<file path="src/rtl/brg_pkg.sv">
package brg_pkg;
  localparam int BYTE_W     = 8;
  localparam int ACCESS_BIT = 7;
  typedef logic [BYTE_W-1:0] byte_t;
endpackage

</file>
<file path="src/rtl/brg_regs.sv">
module brg_regs
  import brg_pkg::*;
#(
  parameter int DIV_W     = 16,
  parameter int ADDR_W    = 3,
  parameter int LCR_ADDR  = 3,
  parameter int RESET_DIV = 2
) (
  input  logic              clk,
  input  logic              rst_n,
  input  logic              we_i,
  input  logic [ADDR_W-1:0] addr_i,
  input  byte_t             wdata_i,
  output byte_t             rdata_o,
  output logic [DIV_W-1:0]  div_o,
  output logic [DIV_W-1:0]  div_next_o,
  output logic              div_load_o
);
  localparam int NB = DIV_W / BYTE_W;

  logic [NB-1:0][BYTE_W-1:0] div_q, div_d, hold_q, hold_d;
  logic [NB-1:0]             wr_div, wr_hold;
  byte_t                     lcr_q;
  logic                      access;
  logic                      wr_lcr;

  assign access = lcr_q[ACCESS_BIT];
  assign wr_lcr = we_i && (addr_i == ADDR_W'(LCR_ADDR));

  // one lane per divisor byte: the access bit steers a write to divisor or holding reg
  for (genvar g = 0; g < NB; g++) begin : g_lane
    logic hit;
    assign hit        = we_i && (addr_i == ADDR_W'(g));
    assign wr_div[g]  = hit && access;
    assign wr_hold[g] = hit && !access;
    assign div_d[g]   = wr_div[g]  ? wdata_i : div_q[g];
    assign hold_d[g]  = wr_hold[g] ? wdata_i : hold_q[g];
  end

  always_ff @(posedge clk or negedge rst_n) begin
    if (!rst_n) begin
      div_q  <= DIV_W'(RESET_DIV);
      hold_q <= '0;
      lcr_q  <= '0;
    end else begin
      div_q  <= div_d;
      hold_q <= hold_d;
      if (wr_lcr) lcr_q <= wdata_i;
    end
  end

  always_comb begin
    rdata_o = '0;
    for (int i = 0; i < NB; i++) begin
      if (addr_i == ADDR_W'(i)) rdata_o = access ? div_q[i] : hold_q[i];
    end
    if (addr_i == ADDR_W'(LCR_ADDR)) rdata_o = lcr_q;
  end

  assign div_o      = div_q;
  assign div_next_o = div_d;
  assign div_load_o = |wr_div;

  // with the access bit clear the divisor holds its value
  p_div_locked_r7: assert property (@(posedge clk) disable iff (!rst_n)
    !access |=> $stable(div_q));
  // holding registers do not move while divisor access is open
  p_hold_locked_r7: assert property (@(posedge clk) disable iff (!rst_n)
    access |=> $stable(hold_q));
endmodule

</file>
<file path="src/rtl/brg_counter.sv">
module brg_counter #(
  parameter int DIV_W     = 16,
  parameter int RESET_DIV = 2
) (
  input  logic             clk,
  input  logic             rst_n,
  input  logic             load_i,
  input  logic [DIV_W-1:0] load_val_i,
  input  logic [DIV_W-1:0] cur_div_i,
  output logic             tick_o
);
  // zero divisor is folded onto one so the count never passes through zero
  function automatic logic [DIV_W-1:0] eff(input logic [DIV_W-1:0] v);
    return (v == '0) ? DIV_W'(1) : v;
  endfunction

  localparam logic [DIV_W-1:0] RST_CNT = eff(DIV_W'(RESET_DIV));

  logic [DIV_W-1:0] cnt;

  always_ff @(posedge clk or negedge rst_n) begin
    if (!rst_n) begin
      cnt    <= RST_CNT;
      tick_o <= 1'b0;
    end else if (load_i) begin
      cnt    <= eff(load_val_i);
      tick_o <= 1'b0;
    end else if (cnt <= DIV_W'(1)) begin
      cnt    <= eff(cur_div_i);
      tick_o <= 1'b1;
    end else begin
      cnt    <= cnt - DIV_W'(1);
      tick_o <= 1'b0;
    end
  end

  p_step_r2: assert property (@(posedge clk) disable iff (!rst_n)
    (!load_i && cnt > DIV_W'(1)) |=> (cnt == $past(cnt) - DIV_W'(1)) && !tick_o);
  p_reload_r3: assert property (@(posedge clk) disable iff (!rst_n)
    (!load_i && cnt <= DIV_W'(1)) |=> tick_o && (cnt == eff($past(cur_div_i))));
  p_restart_r6: assert property (@(posedge clk) disable iff (!rst_n)
    load_i |=> !tick_o && (cnt == eff($past(load_val_i))));
  p_nonzero_r5: assert property (@(posedge clk) disable iff (!rst_n)
    cnt != '0);
  p_one_cycle_r9: assert property (@(posedge clk) disable iff (!rst_n)
    (tick_o && cnt > DIV_W'(1)) |=> !tick_o);
endmodule

</file>
<file path="src/rtl/uart_baud_gen.sv">
module uart_baud_gen #(
  parameter int DIV_W     = 16,
  parameter int ADDR_W    = 3,
  parameter int LCR_ADDR  = 3,
  parameter int RESET_DIV = 2
) (
  input  logic              clk,
  input  logic              rst_n,
  input  logic              reg_we,
  input  logic [ADDR_W-1:0] reg_addr,
  input  logic [7:0]        reg_wdata,
  output logic [7:0]        reg_rdata,
  output logic              baud_tick
);
  logic [DIV_W-1:0] div_cur, div_next;
  logic             div_load;

  brg_regs #(
    .DIV_W(DIV_W), .ADDR_W(ADDR_W), .LCR_ADDR(LCR_ADDR), .RESET_DIV(RESET_DIV)
  ) u_regs (
    .clk(clk), .rst_n(rst_n), .we_i(reg_we), .addr_i(reg_addr),
    .wdata_i(reg_wdata), .rdata_o(reg_rdata),
    .div_o(div_cur), .div_next_o(div_next), .div_load_o(div_load)
  );

  brg_counter #(.DIV_W(DIV_W), .RESET_DIV(RESET_DIV)) u_cnt (
    .clk(clk), .rst_n(rst_n), .load_i(div_load), .load_val_i(div_next),
    .cur_div_i(div_cur), .tick_o(baud_tick)
  );

  // tick stays low in the clock after reset is seen
  p_reset_quiet_r1: assert property (@(posedge clk)
    !rst_n |=> !baud_tick);
endmodule

</file>
<file path="config.mk">
export PLATFORM = sky130hd
export DESIGN_NAME = uart_baud_gen
export DESIGN_NICKNAME = d
export VERILOG_FILES = /design/src/rtl/brg_pkg.sv /design/src/rtl/brg_regs.sv /design/src/rtl/brg_counter.sv /design/src/rtl/uart_baud_gen.sv
export SDC_FILE = /design/constraint.sdc
export NUM_CORES = 1
export LEC_CHECK = 0
export BUFFER_PORTS_ARGS = -buffer_cell sky130_fd_sc_hd__buf_4
export CORE_MARGIN = 2
export CORE_UTILIZATION = 37
export DETAILED_ROUTE_END_ITERATION = 7
export HOLD_SLACK_MARGIN = 0.12
export PLACE_DENSITY = 0.62
export SYNTH_ARGS = -nofsm -noshare
export SYNTH_HDL_FRONTEND = slang
export SYNTH_HIERARCHICAL = 1
export SYNTH_SLANG_ARGS = --single-unit
export TNS_END_PERCENT = 5
</file>
<file path="constraint.sdc">
create_clock -name clk -period 5.9 [get_ports clk]
set_input_delay 1.18 -clock clk [delete_from_list [all_inputs] [get_ports clk]]
set_output_delay 1.18 -clock clk [all_outputs]
set_load 0.02 [all_outputs]
</file>
# Word-level counts from Yosys, hierarchy flattened
# Index checks and enable logic that the tools add are counted.
[totals]
regBits = 57
[classes]
add_sub_neg = 1
magnitude_cmp = 1
n_eq_ne = 2
n_mux = 13
n_reduce_logical = 12
[op_table]
columns = ["cell", "n"]
rows = [
  ["16-bit two-way mux", 4],
  ["8-bit two-way mux", 7],
  ["16-bit zero test", 2],
  ["16-bit by 1-bit less-or-equal comparator with 1-bit output (second input constant)", 1],
  ["16-bit by 1-bit subtractor with 16-bit output (second input constant)", 1],
  ["1-bit logical AND", 7],
  ["3-bit by 1-bit equality test with 1-bit output (second input constant)", 1],
  ["3-bit by 2-bit equality test with 1-bit output (second input constant)", 1],
  ["3-bit zero test", 1],
  ["1-bit two-way mux", 2],
  ["2-bit OR reduction", 1],
  ["1-bit zero test", 1],
]

# Longest topological paths before layout
# Gate-level depths: netlist of run 1.
[depth]
depth_word = 7
mapped_depth = 8
ltp_nobuf = 7

# Cells and area by module
# The synthesis of run 1 kept the hierarchy.
[by_module_without_submodules]
columns = ["module", "instances", "cells_each", "area_per_inst_um2", "seq_area_each_um2"]
rows = [
  ["brg_regs", 1, 129, 1939.4, 1002.2],
  ["brg_counter", 1, 144, 1263.7, 426.7],
]

# Worst setup path after synthesis of run 1
# No wires, ideal clock.
[synth_timing]
path_kind = "in2out"
start = "input port reg_addr[1]"
end = "output port reg_rdata[7]"
arrival_time_ps = 2348
setup_slack_ps = 2372
stages = 3
path_cell_list = "clkbuf_1 -> clkbuf_1 -> o41ai_1"
[synth_via]
elab_chain_cells = 4
word_cells_on_any_way = 6
cone_classes = "2 x eq/ne; 3 x mux; 1 x reduce/logical"
[synth_rtl]
columns = ["element", "line_no", "rtl"]
rows = [
  ["start: declaration", "uart_baud_gen.sv:10", "input logic [ADDR_W-1:0] reg_addr,"],
  ["3-bit zero test", "brg_regs.sv:55", "if (addr_i == ADDR_W'(i)) rdata_o = access ? div_q[i] : hold_q[i];"],
  ["8-bit two-way mux (2 in a row)", "brg_regs.sv:55", ""],
  ["8-bit two-way mux (*)", "brg_regs.sv:57", "if (addr_i == ADDR_W'(LCR_ADDR)) rdata_o = lcr_q;"],
  ["end: declaration", "uart_baud_gen.sv:12", "output logic [7:0] reg_rdata,"],
]
# Mark *: on every way between the ends. The rest lies on a longest branch, timed or not.

# Final worst setup path of run 1
[layout_timing]
start = "input port reg_addr[0]"
end = "output port reg_rdata[4]"
# The elaborated chain is that of the path after synthesis.

==> results of run 1 <==
sequential cells by signal (all words and copies together), names as in the netlist:
signal and cells:
u_cnt/tick_o 1, u_regs/hold_q 16, u_regs/lcr_q 8, u_regs/div_o 16
u_cnt/cnt 16
worst max path at each step:
stage                      from            to  slack [ps]  cells past startpoint
finish              reg_addr[0]  reg_rdata[4]        2610                      5
detailed placement  reg_addr[2]  u_cnt/cnt[0]        2550                      7
global placement    reg_addr[2]  u_cnt/cnt[0]        2600                      7
global route        reg_addr[0]  reg_rdata[7]        2550                      5
CTS                 reg_addr[0]  reg_rdata[4]        2620                      5
floorplan           reg_addr[1]  reg_rdata[7]        2370                      3
stage by stage:
stage	setup slack [ps]	util (%)	hold slack [ps]	power (W)
2_1_floorplan	2370	-	472	0.00104
3_3_place_gp	2600	41.2	483	0.00119
3_5_place_dp	2550	41.2	491	0.00120
4_1_cts	2620	43.5	507	0.00157
5_1_grt	2550	43.5	523	0.00166
6_report	2610	43.5	502	0.00156
critical path, cell delays in order:
cell and delay [ps]:
buf_4 250, mux4_1 340, nand2b_1 90, a21oi_1 80, buf_4 160
layer usage:
layer	global-route usage, %	part of all wire [%]	vias to the layer above
li1	-	-	1072
met3	3.76	4.5	12
met4	7.48	2.0	0
met5	0	0	-
met2	24.7	47	65
met1	23.6	47	1163
power groups by stage:
stage	Clock, W	Sequential, W	Combinational, W
after CTS	0.000377	0.000692	0.000499
after global routing	0.000392	0.000716	0.000551
after detailed placement	0	0.000699	0.000497
after floorplan	0	0.000639	0.000399
final	0.000366	0.000692	0.000501
after global placement	0	0.000697	0.000495
cell usage after synthesis, types with 2 or more instances:
| cell | n |
|---|---|
| mux2i_1 | 10 |
| dfstp_2 | 2 |
| xnor2_1 | 5 |
| nor2b_1 | 3 |
| nand2b_1 | 9 |
| o22ai_1 | 2 |
| clkbuf_1 | 5 |
| inv_1 | 5 |
| o22a_1 | 2 |
| nand3_2 | 2 |
| mux2_2 | 40 |
| xor2_1 | 2 |
| o41ai_1 | 3 |
| ha_1 | 2 |
| or4_1 | 3 |
| nand3_1 | 8 |
| nand2_1 | 22 |
| or3_1 | 2 |
| buf_4 | 2 |
| mux4_1 | 7 |
| buf_2 | 3 |
| nor4_1 | 9 |
| dfrtp_1 | 55 |
| and3_1 | 2 |
| buf_6 | 3 |
| nor2_1 | 11 |
| a21oi_1 | 11 |
| o21ai_1 | 5 |
| nor4_4 | 3 |
| o21ai_0 | 16 |
| nor3_1 | 2 |
area by class of cell:
| cell class | instances | share of cell area, % |
|---|---|---|
| well taps | 105 | 3.64 |
| flip-flops and latches | 57 | 39.5 |
| clock buffers | 11 | 3.91 |
| repair buffers | 22 | 4.57 |
| inverters | 5 | 0.519 |
| clock inverters | 5 | 1.52 |
| multi-input cells | 198 | 46.3 |
cell usage in the layout, fill, tap and decap left out, types with 2 or more instances in the layout:
cell type    n
clkinv_2     2
nor2b_1      3
mux2i_1     10
o22a_1       2
o41ai_1      3
nand3_1      8
xnor2_1      5
nor4_4       3
mux2_2      40
nor3_1       2
and3_1       2
dfrtp_1     55
inv_1        5
clkbuf_8    10
o21ai_0     16
ha_1         2
mux4_1       7
nand2b_1     9
buf_4       22
o21ai_1      5
a21oi_1     11
nor2_1      11
dfstp_2      2
o22ai_1      2
or4_1        3
or3_1        2
clkinvlp_4   2
nor4_1       9
nand3_2      2
xor2_1       2
nand2_1     22
cell families after synthesis:
logic type      count (synthesis)  share of synthesized area (%)
fa+ha+maj                       2                          0.781
mux                            57                           22.9
xor+xnor                        7                           1.91
simple gates                   86                           17.9
flops                          57                           44.6
compound gates                 46                           8.71
buf+inv                        18                           3.16
==> impl_metrics.json, run 1 <==
{
  "outcome": "complete, no violations",
  "start_kind": "primary input",
  "tns_ps": 0,
  "wl_per_cell_um": 18.4,
  "drive_above_1_share_pct": 31.2,
  "finClkSkew_ps": 9.15,
  "holdPathEnd": "u_regs/hold_q[0]",
  "root_buffer": "clkbuf_8",
  "power_frac_clock_pct": 23.5,
  "leakage_nw": 1.52,
  "clock_latency_ps": 350,
  "fp.dieH_um": 97.0,
  "numPortBuffers": 22,
  "syn-num-nets": 289,
  "relSlewSlack_pct": 37.6,
  "cp.arrival_ps": 2110,
  "min-delay-start": "u_regs/hold_q[0]",
  "multiInputGateArea_um2": 1670,
  "post-place-cells": 387,
  "worstSetupPathType": "primary input to primary output",
  "die_w_um": 97.0,
  "finalCritPeriodShare_pct": 55.8,
  "antenna_found_initial": 0,
  "rows": 33,
  "cts_made_buffers": 9,
  "synth_area_um2": 3200,
  "io_pins": 23,
  "regArea_um2": 1430,
  "avgSynthCellArea_um2": 11.7,
  "syn_inst": 273,
  "place_area_um2": 3420,
  "cts_tree": "built",
  "finalSetupViolations": 0,
  "gp_congestion": 0.801,
  "pwr-share-seq_pct": 44.4,
  "syn_to_final_growth_pct": 12.8,
  "drc": 0,
  "cts_setup_buffers": 0,
  "synth_warnings": 6,
  "routed_via_density": 5.74,
  "grt_pass1_wl_um": 12400,
  "fillCellCount": 767,
  "finalHoldViolCount": 0,
  "r2r_end": "u_cnt/cnt[0]",
  "ys_seq_area_share_pct": 44.6,
  "clk_pin_slew_ps": 60,
  "synth_top_area_share_pct": 43.0,
  "max_slew.worst_pin.slew_ps": 934,
  "coreArea_um2": 8300,
  "synthTopCellsByArea": "dfrtp_1, mux2_2, mux4_1",
  "grt_overflow": 0,
  "drt_iter0_drc": 202,
  "grt_pass1_vias": 2311,
  "clock_sinks": 57,
  "synth_largest_area_cell": "dfrtp_1",
  "min_path_type": "flop to flop",
  "drt-total-wl_um": 7410,
  "p_int_w": 0.000992,
  "cts_max_level": 3,
  "worstPathRequired_ps": 4720,
  "async_reset_ff_share_pct": 100,
  "final_antenna_net_count": 0,
  "synth-seq-cells": 57,
  "nets": 309,
  "ff2ff_path_depth": 6,
  "drv_cap": 0,
  "dp_hpwl_um": 5210,
  "slew_viol_final": 0,
  "fin_area_um2": 3610,
  "r2r-start": "u_regs/lcr_q[7]",
  "ff2ff_setup_slack_ps": 3130,
  "synth_cell_types": 48,
  "grtUsageTotal_pct": 16.8,
  "rsz0062_at_grt": "false",
  "clock_path_buffers": 2,
  "synth-edff-count": 0,
  "end_kind": "primary output",
  "cts.repair.resized": 0,
  "hold_path_depth": 1,
  "diodes": 0,
  "synth_ff_type": "dfrtp_1",
  "timing.fmax_mhz": 304,
  "ir_drop_v": 0.000157,
  "die_area_um2": 9420,
  "crit_fanout": 21,
  "p_per_area_nw_per_um2": 431,
  "switching_share_pct": 36.4,
  "power_switching_w": 0.000567,
  "postCtsHoldBufs": 0,
  "instances_no_fill": 403,
  "start_util_pct": 38.6,
  "grt_max_degree": 58,
  "vias": 2312,
  "dr.pass1.iters": 5,
  "finalCriticalPeriod_ps": 3290,
  "p_comb_share_pct": 32.1
}
(Power assumes the default switching activity.)
==> run 2, diff against run 1 <==
clock period = 3.2 ns   (was 5.9 ns; I/O delays follow)
==> run 2 against run 1 <==
Design area is 1.1% higher. Core utilization up 0.47 points. Hold slack worse by 140 ps. Worst setup slack lost 2200 ps. Critical endpoint is now reg_rdata[1].
==> impl_metrics.json, run 2 (same netlist as run 1, synthesis figures left out) <==
{
  "power_frac_clock_pct": 25.4,
  "cts_max_level": 3,
  "grt_max_degree": 58,
  "cp.arrival_ps": 2110,
  "diodes": 0,
  "pwr-share-seq_pct": 43.3,
  "leakage_nw": 1.54,
  "final_antenna_net_count": 0,
  "finalCriticalPeriod_ps": 2750,
  "relSlewSlack_pct": 51.8,
  "die_area_um2": 9420,
  "finalSetupViolations": 0,
  "nets": 311,
  "numPortBuffers": 22,
  "routed_via_density": 5.60,
  "drt_iter0_drc": 157,
  "end_kind": "primary output",
  "gp_congestion": 0.820,
  "grt_pass1_vias": 2302,
  "outcome": "complete, no violations",
  "rows": 33,
  "grt_pass1_wl_um": 12400,
  "finClkSkew_ps": 8.33,
  "instances_no_fill": 405,
  "post-place-cells": 389,
  "final_common_cell": "dfrtp_1",
  "regArea_um2": 1430,
  "postCtsHoldBufs": 0,
  "ir_drop_v": 0.000267,
  "slew_viol_final": 0,
  "cts_made_buffers": 9,
  "grtUsageTotal_pct": 16.9,
  "power_switching_w": 0.00104,
  "p_comb_share_pct": 31.3,
  "multiInputGateArea_um2": 1670,
  "max_slew.worst_pin.slew_ps": 723,
  "cts_setup_buffers": 0,
  "coreArea_um2": 8300,
  "drive_above_1_share_pct": 31.7,
  "antenna_found_initial": 0,
  "fillCellCount": 785,
  "worstSetupPathType": "flop to primary output",
  "start_kind": "flop",
  "clock_sinks": 57,
  "dp_hpwl_um": 5310,
  "drc": 0,
  "cts_tree": "built",
  "p_int_w": 0.00192,
  "fp.dieH_um": 97.0,
  "vias": 2269,
  "drt-total-wl_um": 7460,
  "timing.fmax_mhz": 363,
  "worstPathRequired_ps": 2560,
  "wl_per_cell_um": 18.4,
  "clk_pin_slew_ps": 70,
  "rsz0062_at_grt": "false",
  "finalHoldViolCount": 0,
  "tns_ps": 0,
  "grt_overflow": 0,
  "clock_latency_ps": 340,
  "p_per_area_nw_per_um2": 809,
  "finalCritPeriodShare_pct": 86.1,
  "switching_share_pct": 35.2,
  "dr.pass1.iters": 4,
  "min_path_type": "primary input to asynchronous set/reset pin",
  "syn_to_final_growth_pct": 14.0,
  "cts.repair.resized": 0,
  "clock_path_buffers": 2,
  "crit_fanout": 13,
  "start_util_pct": 38.6,
  "die_w_um": 97.0,
  "root_buffer": "clkbuf_8",
  "drv_cap": 0,
  "mostFrequentLayoutCells": "dfrtp_1, mux2_2, buf_4, nand2_1, o21ai_0",
  "io_pins": 23
}
[run 2: cell types whose count changed in the layout (fill, tap and decap cells not counted)]
cell | previous run | this run
buf_4 | 22 | 24
clkinvlp_4 | 2 | 0
bufinv_16 | 1 | 2
clkinv_4 | 0 | 1
[run 2: path summary, 6_finish.rpt]
path / depth (start not counted) / from / to / slack, ps
max reg2reg: 6 / u_regs/lcr_q[7] / u_cnt/cnt[0] / 800
max in group asynchronous: 1 / rst_n / u_regs/hold_q[1] / 2360
min: 1 / rst_n / u_cnt/cnt[10] / 360
min in group clk: 1 / u_regs/hold_q[11] / u_regs/hold_q[11] / 510
min reg2reg: 1 / u_regs/hold_q[11] / u_regs/hold_q[11] / 510
max: 4 / u_regs/lcr_q[7] / reg_rdata[1] / 450
[run 2: cell type report]
class | count | area share [%]
multi-input cells | 198 | 45.8
well taps | 105 | 3.60
flip-flops and latches | 57 | 39.1
clock buffers | 11 | 3.87
clock inverters | 5 | 2.16
inverters | 5 | 0.514
repair buffers | 24 | 4.93
[run 2: power groups by stage]
stage / clock network, W / registers [W] / logic [W]
global route: 0.000791 / 0.00131 / 0.00103
floorplan: 0 / 0.00118 / 0.000736
global placement: 0 / 0.00128 / 0.000923
detailed placement: 0 / 0.00129 / 0.000927
CTS: 0.000766 / 0.00128 / 0.000930
finish: 0.000750 / 0.00128 / 0.000926
[run 2: metrics by stage]
stage	cell area (µm²)	setup slack, ps	total power [W]	utilization, %	hold WS [ps]
final	3650	446	0.00295	44.0	357
after global routing	3650	376	0.00314	44.0	425
after CTS	3650	450	0.00297	44.0	383
after detailed placement	3430	761	0.00221	41.4	493
after global placement	3430	805	0.00220	41.4	485
after floorplan	3200	752	0.00191	-	344
[run 2: per-layer routing]
layer	vias to the layer above	part of all wire [%]	track usage [%]
met5	-	0	0
met4	0	1.7	6.39
met3	7	3.3	3.54
met2	40	47	25.0
met1	1148	48	24.2
li1	1074	-	-
[run 2: worst max-delay path, stage by stage (launching register included)]
cell,delay (ps)
dfrtp_1,760
mux4_1,650
nand2b_1,100
a21oi_1,100
buf_4,170
==> run 3, diff against run 2 <==
ABC_AREA = 1   (was not set)
==> run 3 against run 2 <==
Power grew 0.84%. Combinational power grew 23%. Hold slack lost 2.1 ps. Clock-buffer cell count grew 2. Die area grew 10%. Worst setup slack gained 140 ps. Sequential share of layout area shrank 3.4 points. Routed wire length grew 24%. Clock power shrank 8.5%. Area after synthesis grew 10%. Sequential power shrank 9%. Largest cell class unchanged. Highest routed layer unchanged.
==> impl_metrics.json, run 3 <==
{
  "outcome": "complete, no violations",
  "grt_pass1_wl_um": 15400,
  "finalHoldViolCount": 0,
  "grt_pass1_vias": 3092,
  "finalCriticalPeriod_ps": 2610,
  "rows": 35,
  "post-place-cells": 652,
  "die_w_um": 102,
  "drive_above_1_share_pct": 14.1,
  "finClkSkew_ps": 6.32,
  "synth-seq-cells": 57,
  "power_frac_clock_pct": 23.0,
  "maxUsedRoutingLayer": "met4",
  "fp.dieH_um": 102,
  "synth-edff-count": 0,
  "start_util_pct": 38.3,
  "wl_met3_um": 349,
  "crit_fanout": 28,
  "rsz0062_at_grt": "false",
  "finalSetupViolations": 0,
  "drt_iter0_drc": 199,
  "power_switching_w": 0.00124,
  "tns_ps": 0,
  "dr.pass1.iters": 5,
  "relSlewSlack_pct": 52.0,
  "mostFrequentLayoutCells": "nand2_1, dfrtp_1, nor2_1, nand3_1",
  "cts_max_level": 3,
  "diodes": 0,
  "vias": 3266,
  "switching_share_pct": 41.6,
  "yosys.area_share.simple_pct": 49.6,
  "cts.repair.resized": 0,
  "grt_overflow": 0,
  "grt_max_degree": 58,
  "max_slew.worst_pin.slew_ps": 720,
  "postCtsHoldBufs": 0,
  "avgSynthCellArea_um2": 6.91,
  "final_common_cell": "nand2_1",
  "cts_made_buffers": 9,
  "ys_seq_area_share_pct": 40.4,
  "synth_warnings": 6,
  "io_pins": 23,
  "synth_most_common_cell": "nand2_1",
  "place_area_um2": 3800,
  "p_int_w": 0.00174,
  "final_antenna_net_count": 0,
  "cts_tree": "built",
  "timing.fmax_mhz": 383,
  "clk_pin_slew_ps": 70,
  "clock_sinks": 57,
  "synthTopCellsByArea": "dfrtp_1, nand2_1, nor2_1",
  "leakage_nw": 2.07,
  "instances_no_fill": 668,
  "p_per_area_nw_per_um2": 744,
  "netlist_top_cells_count": "nand2_1, dfrtp_1, nor2_1",
  "synthMuxAreaShare_pct": 0,
  "synth-compound-area-share_pct": 2.26,
  "slew_viol_final": 0,
  "grtUsageTotal_pct": 19.4,
  "syn-num-nets": 528,
  "wl_per_cell_um": 13.9,
  "synth_ff_type": "dfrtp_1",
  "syn_inst": 512,
  "synth-xor-area-share_pct": 1.73,
  "drc": 0,
  "routed_via_density": 4.89,
  "worstPathRequired_ps": 2560,
  "cts_setup_buffers": 0,
  "synth_largest_area_cell": "dfrtp_1",
  "antenna_found_initial": 0,
  "ir_drop_v": 0.000303,
  "met1_length_um": 4500,
  "min_path_type": "primary input to asynchronous set/reset pin",
  "finish.utilization_pct": 43.3,
  "pwr-share-seq_pct": 38.9,
  "clock_path_buffers": 2,
  "gp_congestion": 0.907,
  "p_comb_share_pct": 38.1,
  "fin_area_um2": 4000,
  "clock_latency_ps": 340,
  "post_synth_fa_ha_maj_area_fraction_pct": 0.707,
  "async_reset_ff_share_pct": 100,
  "finalCritPeriodShare_pct": 81.6,
  "drt-total-wl_um": 9260,
  "finalPower_w": 0.00298,
  "start_kind": "flop",
  "dp_hpwl_um": 6890,
  "synth_top_area_share_pct": 38.9,
  "synth_cell_types": 29,
  "synth_top_family_by_area": "simple AND/OR/NAND/NOR gates",
  "coreArea_um2": 9240,
  "die_area_um2": 10400,
  "root_buffer": "clkbuf_8",
  "synth_area_um2": 3540,
  "nets": 550,
  "numPortBuffers": 22,
  "drv_cap": 0,
  "worstSetupPathType": "flop to primary output",
  "wl_met2_um": 4220,
  "end_kind": "primary output",
  "syn_to_final_growth_pct": 13.1,
  "cp.arrival_ps": 1970
}
[run 3: critical path, stage by stage (launching register included)]
cell     delay, ps
dfrtp_1        700
inv_2          370
nand2_1        150
nand2_1         90
nand2_1         70
nand3_1         80
buf_4          160
[run 3: logic make-up (layout without fill, tap and decap cells)]
logic type	after synthesis	after routing
flops	57	57
buf+inv	42	69
xor+xnor	7	7
simple gates	389	389
fa+ha+maj	2	2
compound gates	15	15
[run 3: final timing paths]
path	startpoint	to	slack [ps]	depth (start not counted)
max	u_regs/lcr_q[7]	reg_rdata[4]	590	6
min	rst_n	u_regs/hold_q[13]	350	1
max reg2reg	u_regs/lcr_q[7]	u_cnt/cnt[6]	1070	7
min reg2reg	u_regs/hold_q[7]	u_regs/hold_q[7]	480	2
max in group asynchronous	rst_n	u_cnt/cnt[6]	2370	1
min in group clk	u_regs/hold_q[7]	u_regs/hold_q[7]	480	2
[run 3: layout make-up]
| class | count | area, µm² |
|---|---|---|
| Clock inverter | 3 | 40.0 |
| Inverter | 28 | 105 |
| Tap cell | 129 | 161 |
| Timing Repair Buffer | 25 | 188 |
| Sequential cell | 57 | 1430 |
| Fill cell | 968 | 5240 |
| Multi-Input combinational cell | 413 | 1920 |
| Clock buffer | 13 | 159 |
[run 3: power groups by stage]
stage               combinational (W)  clock, W  sequential, W
floorplan                    0.000892         0        0.00110
global placement              0.00112         0        0.00116
detailed placement            0.00113         0        0.00117
CTS                           0.00114  0.000704        0.00115
global route                  0.00131  0.000732        0.00119
finish                        0.00114  0.000686        0.00116
[run 3: metrics by stage]
stage	hold slack [ps]	setup slack, ps
floorplan	344	1180
CTS	381	597
finish	355	590
global route	419	488
global placement	465	937
detailed placement	468	914
[run 3: layer usage]
layer / track usage [%] / up-vias
met3: 2.76 / 17
met1: 26.5 / 1526
met2: 31.1 / 65
met4: 7.59 / 0
li1: - / 1658
met5: 0 / -
